File: config.mk
export PLATFORM = sky130hd
export DESIGN_NAME = uart_data_buffer
export DESIGN_NICKNAME = d
export VERILOG_FILES = /design/src/rtl/uart_buf_pkg.sv /design/src/rtl/ubuf_tx_hold.sv /design/src/rtl/ubuf_rx_fifo.sv /design/src/rtl/ubuf_flags.sv /design/src/rtl/uart_data_buffer.sv
export SDC_FILE = /design/constraint.sdc
export NUM_CORES = 1
export LEC_CHECK = 0
export BUFFER_PORTS_ARGS = -buffer_cell sky130_fd_sc_hd__buf_4
export CAP_MARGIN = 20
export CORE_MARGIN = 3
export CORE_UTILIZATION = 48
export CTS_CLUSTER_SIZE = 25
export DETAILED_ROUTE_END_ITERATION = 10
export GPL_TIMING_DRIVEN = 0
export PLACE_DENSITY = 0.84
export SETUP_SLACK_MARGIN = 0.02
export SLEW_MARGIN = 20
export SYNTH_ARGS = -nofsm -noshare
export SYNTH_HDL_FRONTEND = slang
export SYNTH_HIERARCHICAL = 1
export SYNTH_SLANG_ARGS = --single-unit
File: constraint.sdc
create_clock -name clk -period 1.75 [get_ports clk]
set_input_delay 0.35 -clock clk [delete_from_list [all_inputs] [get_ports clk]]
set_output_delay 0.35 -clock clk [all_outputs]
set_load 0.05 [all_outputs]
File: src/rtl/uart_buf_pkg.sv
package uart_buf_pkg;

  localparam int DATA_W = 8;

  // Bit positions in the status word.
  localparam int ST_RXC = 7;
  localparam int ST_TXC = 6;
  localparam int ST_DRE = 5;
  localparam int ST_OVR = 3;

  typedef logic [1:0]        csize_t;
  typedef logic [DATA_W-1:0] char_t;

  // Keeps the low 5..8 bits selected by the size code.
  function automatic char_t char_mask(csize_t sz);
    return char_t'(8'hFF >> (2'd3 - sz));
  endfunction

endpackage

File: src/rtl/ubuf_tx_hold.sv
module ubuf_tx_hold
  import uart_buf_pkg::*;
(
  input  logic   clk,
  input  logic   rst_n,
  input  logic   tx_en,
  input  logic   wr_en,
  input  char_t  wr_data,
  input  csize_t char_size,
  input  logic   txs_empty,
  output logic   txs_load,
  output char_t  txs_data,
  output logic   hold_empty
);

  logic  hold_valid_q, hold_valid_d;
  char_t hold_data_q;
  logic  accept;

  assign accept   = wr_en && !hold_valid_q;
  assign txs_load = hold_valid_q && tx_en && txs_empty;

  always_comb begin
    hold_valid_d = hold_valid_q;
    if (accept)   hold_valid_d = 1'b1;
    if (txs_load) hold_valid_d = 1'b0;
  end

  always_ff @(posedge clk or negedge rst_n) begin
    if (!rst_n) hold_valid_q <= 1'b0;
    else        hold_valid_q <= hold_valid_d;
  end

  always_ff @(posedge clk) begin
    if (accept) hold_data_q <= wr_data & char_mask(char_size);
  end

  assign txs_data   = hold_data_q;
  assign hold_empty = !hold_valid_q;

  p_drop_r4: assert property (@(posedge clk) disable iff (!rst_n)
    (wr_en && hold_valid_q) |=> $stable(hold_data_q));

  p_load_r5: assert property (@(posedge clk) disable iff (!rst_n)
    txs_load |=> hold_empty);

endmodule

File: src/rtl/ubuf_rx_fifo.sv
module ubuf_rx_fifo
  import uart_buf_pkg::*;
#(
  parameter int DEPTH = 2
) (
  input  logic  clk,
  input  logic  rst_n,
  input  logic  rx_en,
  input  logic  push,
  input  char_t push_data,
  input  logic  pop_req,
  output char_t head_data,
  output logic  not_empty,
  output logic  overrun
);

  localparam int PW = (DEPTH > 1) ? $clog2(DEPTH) : 1;
  localparam int CW = $clog2(DEPTH + 1);

  logic [PW-1:0] rd_ptr_q, rd_ptr_d, wr_ptr_q, wr_ptr_d;
  logic [CW-1:0] count_q, count_d;
  logic          ovr_q, ovr_d;
  logic          full, empty, do_pop, do_push;
  char_t         mem [DEPTH];

  function automatic logic [PW-1:0] ptr_next(logic [PW-1:0] p);
    return (p == PW'(DEPTH - 1)) ? '0 : p + 1'b1;
  endfunction

  assign full    = (count_q == CW'(DEPTH));
  assign empty   = (count_q == '0);
  assign do_pop  = pop_req && !empty && rx_en;
  assign do_push = push && rx_en && (!full || do_pop);

  always_comb begin
    rd_ptr_d = rd_ptr_q;
    wr_ptr_d = wr_ptr_q;
    count_d  = count_q;
    ovr_d    = ovr_q;
    if (do_pop)  rd_ptr_d = ptr_next(rd_ptr_q);
    if (do_push) wr_ptr_d = ptr_next(wr_ptr_q);
    case ({do_push, do_pop})
      2'b10:   count_d = count_q + 1'b1;
      2'b01:   count_d = count_q - 1'b1;
      default: count_d = count_q;
    endcase
    if (pop_req) ovr_d = 1'b0;
    if (push && rx_en && full && !do_pop) ovr_d = 1'b1;
    if (!rx_en) begin
      rd_ptr_d = '0;
      wr_ptr_d = '0;
      count_d  = '0;
      ovr_d    = 1'b0;
    end
  end

  always_ff @(posedge clk or negedge rst_n) begin
    if (!rst_n) begin
      rd_ptr_q <= '0;
      wr_ptr_q <= '0;
      count_q  <= '0;
      ovr_q    <= 1'b0;
    end else begin
      rd_ptr_q <= rd_ptr_d;
      wr_ptr_q <= wr_ptr_d;
      count_q  <= count_d;
      ovr_q    <= ovr_d;
    end
  end

  for (genvar i = 0; i < DEPTH; i++) begin : g_slot
    always_ff @(posedge clk) begin
      if (do_push && (wr_ptr_q == PW'(i))) mem[i] <= push_data;
    end
  end

  assign head_data = empty ? '0 : mem[rd_ptr_q];
  assign not_empty = !empty;
  assign overrun   = ovr_q;

  p_bound_r2: assert property (@(posedge clk) disable iff (!rst_n)
    count_q <= CW'(DEPTH));

  p_pop_r2: assert property (@(posedge clk) disable iff (!rst_n)
    (do_pop && !do_push) |=> (count_q == $past(count_q) - 1'b1));

  p_flush_r6: assert property (@(posedge clk) disable iff (!rst_n)
    !rx_en |=> empty);

  p_overrun_r10: assert property (@(posedge clk) disable iff (!rst_n)
    (push && rx_en && full && !pop_req) |=> (overrun && full));

endmodule

File: src/rtl/ubuf_flags.sv
module ubuf_flags (
  input  logic clk,
  input  logic rst_n,
  input  logic txs_done,
  input  logic hold_empty,
  input  logic txc_clr,
  input  logic rxc,
  input  logic rxc_ie,
  input  logic txc_ie,
  input  logic dre_ie,
  output logic txc,
  output logic irq_rxc,
  output logic irq_txc,
  output logic irq_dre
);

  logic txc_q, txc_d, txc_set;

  assign txc_set = txs_done && hold_empty;

  always_comb begin
    txc_d = txc_q;
    if (txc_clr) txc_d = 1'b0;
    if (txc_set) txc_d = 1'b1;
  end

  always_ff @(posedge clk or negedge rst_n) begin
    if (!rst_n) txc_q <= 1'b0;
    else        txc_q <= txc_d;
  end

  assign txc     = txc_q;
  assign irq_rxc = rxc && rxc_ie;
  assign irq_txc = txc_q && txc_ie;
  assign irq_dre = hold_empty && dre_ie;

  p_txc_set_r7: assert property (@(posedge clk) disable iff (!rst_n)
    txc_set |=> txc);

  p_txc_clr_r7: assert property (@(posedge clk) disable iff (!rst_n)
    (txc_clr && !txc_set) |=> !txc);

endmodule

File: src/rtl/uart_data_buffer.sv
module uart_data_buffer
  import uart_buf_pkg::*;
#(
  parameter int RX_DEPTH = 2
) (
  input  logic       clk,
  input  logic       rst_n,
  input  logic       bus_addr,
  input  logic       bus_wr,
  input  logic       bus_rd,
  input  logic [7:0] bus_wdata,
  output logic [7:0] bus_rdata,
  input  logic [1:0] char_size,
  input  logic       tx_en,
  input  logic       rx_en,
  input  logic       rxc_ie,
  input  logic       txc_ie,
  input  logic       dre_ie,
  input  logic       txc_ack,
  input  logic       txs_empty,
  input  logic       txs_done,
  output logic       txs_load,
  output logic [7:0] txs_data,
  input  logic       rx_push,
  input  logic [7:0] rx_data,
  output logic       irq_rxc,
  output logic       irq_txc,
  output logic       irq_dre
);

  logic [1:0] rst_sync_q;
  logic       rst_i_n;

  // Asynchronous assertion, synchronous release.
  always_ff @(posedge clk or negedge rst_n) begin
    if (!rst_n) rst_sync_q <= 2'b00;
    else        rst_sync_q <= {rst_sync_q[0], 1'b1};
  end
  assign rst_i_n = rst_sync_q[1];

  logic  data_wr, data_rd, txc_clr;
  logic  hold_empty, rxc, txc, ovr;
  char_t head;
  logic [7:0] status;

  assign data_wr = bus_wr && !bus_addr;
  assign data_rd = bus_rd && !bus_addr;
  assign txc_clr = (bus_wr && bus_addr && bus_wdata[ST_TXC]) || txc_ack;

  ubuf_tx_hold u_tx (
    .clk        (clk),
    .rst_n      (rst_i_n),
    .tx_en      (tx_en),
    .wr_en      (data_wr),
    .wr_data    (bus_wdata),
    .char_size  (char_size),
    .txs_empty  (txs_empty),
    .txs_load   (txs_load),
    .txs_data   (txs_data),
    .hold_empty (hold_empty)
  );

  ubuf_rx_fifo #(.DEPTH(RX_DEPTH)) u_rx (
    .clk       (clk),
    .rst_n     (rst_i_n),
    .rx_en     (rx_en),
    .push      (rx_push),
    .push_data (rx_data),
    .pop_req   (data_rd),
    .head_data (head),
    .not_empty (rxc),
    .overrun   (ovr)
  );

  ubuf_flags u_flags (
    .clk        (clk),
    .rst_n      (rst_i_n),
    .txs_done   (txs_done),
    .hold_empty (hold_empty),
    .txc_clr    (txc_clr),
    .rxc        (rxc),
    .rxc_ie     (rxc_ie),
    .txc_ie     (txc_ie),
    .dre_ie     (dre_ie),
    .txc        (txc),
    .irq_rxc    (irq_rxc),
    .irq_txc    (irq_txc),
    .irq_dre    (irq_dre)
  );

  always_comb begin
    status         = '0;
    status[ST_RXC] = rxc;
    status[ST_TXC] = txc;
    status[ST_DRE] = hold_empty;
    status[ST_OVR] = ovr;
  end

  assign bus_rdata = bus_addr ? status : (head & char_mask(char_size));

  p_status_quiet_r11: assert property (@(posedge clk) disable iff (!rst_i_n)
    (bus_rd && bus_addr && !bus_wr && !rx_push && !txs_done && !txc_ack
     && !txs_load && rx_en) |=> ($stable(rxc) && $stable(txc) && $stable(hold_empty)));

endmodule

==> impl_metrics.xml <==
<?xml version="1.0" encoding="UTF-8"?>
<metrics>
  <group name="timing">
    <metric name="setup_viol_count_final" unit="">9</metric>
    <metric name="final-hold-violation-count" unit="">0</metric>
    <metric name="rsz0062_at_grt" unit="">true</metric>
    <metric name="clock_skew" unit="ns">0.0131</metric>
    <metric name="fin_crit" unit="ns">1.86</metric>
    <metric name="max_freq" unit="GHz">0.537</metric>
    <metric name="fin_crit_sh" unit="%">106</metric>
    <metric name="maxSlewViolCount" unit="">0</metric>
    <metric name="fin_setup_tns" unit="ns">-0.479</metric>
    <metric name="worst_slack" unit="ns">-0.112</metric>
  </group>
  <group name="worst_hold_path">
    <metric name="worst_hold_path_type" unit="">flip-flop to async pin</metric>
  </group>
  <group name="drt">
    <metric name="drc" unit="">0</metric>
    <metric name="antenna_left" unit="">0</metric>
    <metric name="detailedRoute.firstPassIterationCount" unit="">4</metric>
    <metric name="via_count" unit="">1082</metric>
    <metric name="detailedRoute.firstIterationViolations" unit="">30</metric>
    <metric name="routedWlPerCell" unit="um">14.5</metric>
    <metric name="routed_wirelength" unit="mm">3.05</metric>
    <metric name="detailed_route_vias_per_instance" unit="">5.15</metric>
  </group>
  <group name="status">
    <metric name="run_status" unit="">finished, violations left</metric>
    <metric name="violations" unit="">negative setup slack</metric>
  </group>
  <group name="global_route">
    <metric name="global_route_wire_length_before_repair" unit="mm">4.51</metric>
    <metric name="grt.overflow.total" unit="">0</metric>
    <metric name="first_global_vias" unit="">1054</metric>
    <metric name="initial_antenna_violation_count" unit="">0</metric>
    <metric name="grt_util_all_layers" unit="%">17.6</metric>
    <metric name="pin_count_of_the_biggest_net_entering_global_routing" unit="">11</metric>
  </group>
  <group name="clock_tree">
    <metric name="cts_made_buffers" unit="">5</metric>
    <metric name="tritoncts" unit="">yes</metric>
    <metric name="clock_latency" unit="ns">0.33</metric>
    <metric name="path_clk_slew" unit="ns">0.10</metric>
    <metric name="max-clock-path-buffers" unit="">2</metric>
    <metric name="tritoncts_num_sinks" unit="">33</metric>
    <metric name="cts.root.buffer_cell" unit="">clkbuf_4</metric>
    <metric name="htreeDepth" unit="">2</metric>
  </group>
  <group name="floorplan">
    <metric name="ioPinCount" unit="">52</metric>
    <metric name="rows" unit="">19</metric>
    <metric name="fp.dieArea" unit="um2">3690</metric>
    <metric name="fp.dieH" unit="um">60.8</metric>
    <metric name="die_w" unit="um">60.8</metric>
    <metric name="coreArea" unit="um2">2810</metric>
    <metric name="start_util" unit="%">51.3</metric>
  </group>
  <group name="placed_design">
    <metric name="place_congestion" unit="">0.764</metric>
    <metric name="numPlacedInstances" unit="">191</metric>
    <metric name="count_of_input_and_output_buffers" unit="">51</metric>
    <metric name="post-dp-hpwl" unit="mm">2.16</metric>
    <metric name="place_worst_setup_slack" unit="ns">-0.317</metric>
  </group>
  <group name="synth">
    <metric name="ys_ff_latch" unit="">33</metric>
    <metric name="postSynth.topFlopCell" unit="">edfxtp_1</metric>
    <metric name="netlist-cell-type-count" unit="">33</metric>
    <metric name="syn_nets" unit="">141</metric>
    <metric name="netlist.area_leader.share" unit="%">50.1</metric>
    <metric name="syn-instance-count" unit="">109</metric>
    <metric name="synth.avg_cell_area" unit="um2">13.2</metric>
    <metric name="ys.warnings.count" unit="">6</metric>
    <metric name="synth_most_common_cell" unit="">edfxtp_1</metric>
    <metric name="post_synthesis_cell_area" unit="um2">1440</metric>
    <metric name="synth_sequential_area_ratio" unit="%">65.7</metric>
    <metric name="postSynth.asyncResetShare" unit="%">27.3</metric>
    <metric name="post_synth_main_area_contributors" unit="">edfxtp_1 50%, dfrtp_1 16%, mux2i_1 5.6%</metric>
    <metric name="synth-edff-count" unit="">24</metric>
    <metric name="ys_top_cells_by_count" unit="">24 x edfxtp_1, 13 x nor2_1, 9 x dfrtp_1, 8 x mux2i_1, 7 x inv_1</metric>
    <metric name="synthDominantAreaCellType" unit="">edfxtp_1</metric>
  </group>
  <group name="finish">
    <metric name="n_antenna_cell" unit="">0</metric>
    <metric name="fillCellCount" unit="">197</metric>
    <metric name="final_cell_count_no_fill" unit="">210</metric>
    <metric name="flow.area_growth_from_synthesis" unit="%">48.2</metric>
    <metric name="final_layout_size_suffix_gt1_share" unit="%">52.5</metric>
    <metric name="nets" unit="">210</metric>
  </group>
  <group name="critical_path">
    <metric name="startpoint_type" unit="">flip-flop</metric>
    <metric name="ff2ff_path_depth" unit="">5</metric>
    <metric name="rrSetupSlack" unit="ns">0.01</metric>
    <metric name="worst_r2r_endpoint" unit="">u_rx/mem[1][6]</metric>
    <metric name="end_kind" unit="">primary output</metric>
    <metric name="critPathArrivalTime" unit="ns">1.51</metric>
    <metric name="critical_path.max_fanout" unit="">9</metric>
    <metric name="worstReg2RegStart" unit="">u_rx/count_q[1]</metric>
    <metric name="critical_path_required" unit="ns">1.40</metric>
    <metric name="path_class" unit="">flip-flop to primary output</metric>
  </group>
  <group name="power">
    <metric name="ir_worst_vdd" unit="V">0.000515</metric>
    <metric name="p_per_area" unit="nW/um2">874</metric>
    <metric name="static_leak" unit="nW">0.910</metric>
  </group>
  <group name="job">
    <metric name="max_cap_violations" unit="">0</metric>
  </group>
</metrics>
-- what timing repair did --
action,CTS,global route
pin swaps,2,5
cloned,0,0
setup buffers,5,5
gates resized for setup,17,8
hold buffers,1,0
setup endpoints to repair,13,25
endpoints found under the hold margin,2,0
-- cells by family (layout without fill, tap and decap cells) --
logic type,Yosys count,after routing,synth area share (%)
simple gates,39,39,15.1
compound gates,16,16,8.17
buf+inv,10,80,3.74
mux,9,9,6.35
other cells,1,1,0.261
flops,33,33,65.7
xor+xnor,1,1,0.609
-- registers in the layout (all words and copies together) (netlist names) --
name,cells
u_tx/txs_data,8
rst_sync_q,2
u_rx/count_q,2
u_rx/wr_ptr_q,1
u_flags/txc,1
u_rx/mem,16
u_rx/overrun,1
u_rx/rd_ptr_q,1
u_tx/hold_valid_q,1
-- metal layers --
metal	vias up	GRT usage, %	share of wire (%)
met1	514	17.8	36
met5	-	0	0
met3	4	5.96	8.1
li1	521	-	-
met4	0	8.36	1.1
met2	43	32.4	55
-- worst max-delay path by stage --
stage / startpoint / cells after the start / end / slack, ns
after floorplan: bus_addr / 5 / u_rx/mem[0][0] / 0.04
after global placement: bus_addr / 6 / u_rx/mem[0][4] / -0.27
after detailed placement: bus_addr / 6 / u_rx/mem[1][7] / -0.32
after CTS: u_rx/rd_ptr_q / 6 / bus_rdata[7] / -0.13
after global routing: u_rx/rd_ptr_q / 6 / bus_rdata[7] / -0.20
final: u_rx/rd_ptr_q / 5 / bus_rdata[3] / -0.11
-- worst max-delay path, cell delays in order, from the launching register on --
cell and delay (ns):
dfrtp_1 0.36, buf_6 0.16, mux2i_1 0.19, nor2_1 0.05
mux2_2 0.27, buf_6 0.15
-- per-stage QoR --
stage / total power (W) / hold slack (ns) / area, um2 / utilization (%)
after CTS: 0.00185 / 0.129 / 2070 / 73.8
after detailed placement: 0.00128 / 0.117 / 1880 / 67.2
final: 0.00186 / 0.118 / 2130 / 76.0
after global routing: 0.00195 / 0.150 / 2130 / 76.0
after floorplan: 0.00115 / 0.0544 / 1460 / -
after global placement: 0.00127 / 0.119 / 1880 / 67.2
-- layout make-up --
cell class / count / area [um2] / area share, %
Timing Repair Buffer: 62 / 517 / 24.2
Multi-Input combinational cell: 66 / 494 / 23.2
Tap cell: 31 / 38.8 / 1.82
Sequential cell: 33 / 947 / 44.4
Buffer: 3 / 33.8 / 1.58
Inverter: 7 / 26.3 / 1.23
Clock buffer: 6 / 41.3 / 1.94
Clock inverter: 2 / 33.8 / 1.58
-- where the power goes --
part           switching [W]  internal, W
Clock               0.000241     0.000297
Combinational       0.000234     0.000183
Sequential         0.0000243     0.000884
-- layout by cell type, fill, tap and decap left out, drive strengths merged, types with 2 or more instances in the layout --
cell	instances
nand2	5
and2b	3
mux2i	8
dfrtp	9
edfxtp	24
clkbuf	6
inv	7
nand3	2
o21ai	7
a31oi	2
nor2	15
and2	4
nor2b	5
buf	64
and3	2
Power figures use the tool's default switching activity.
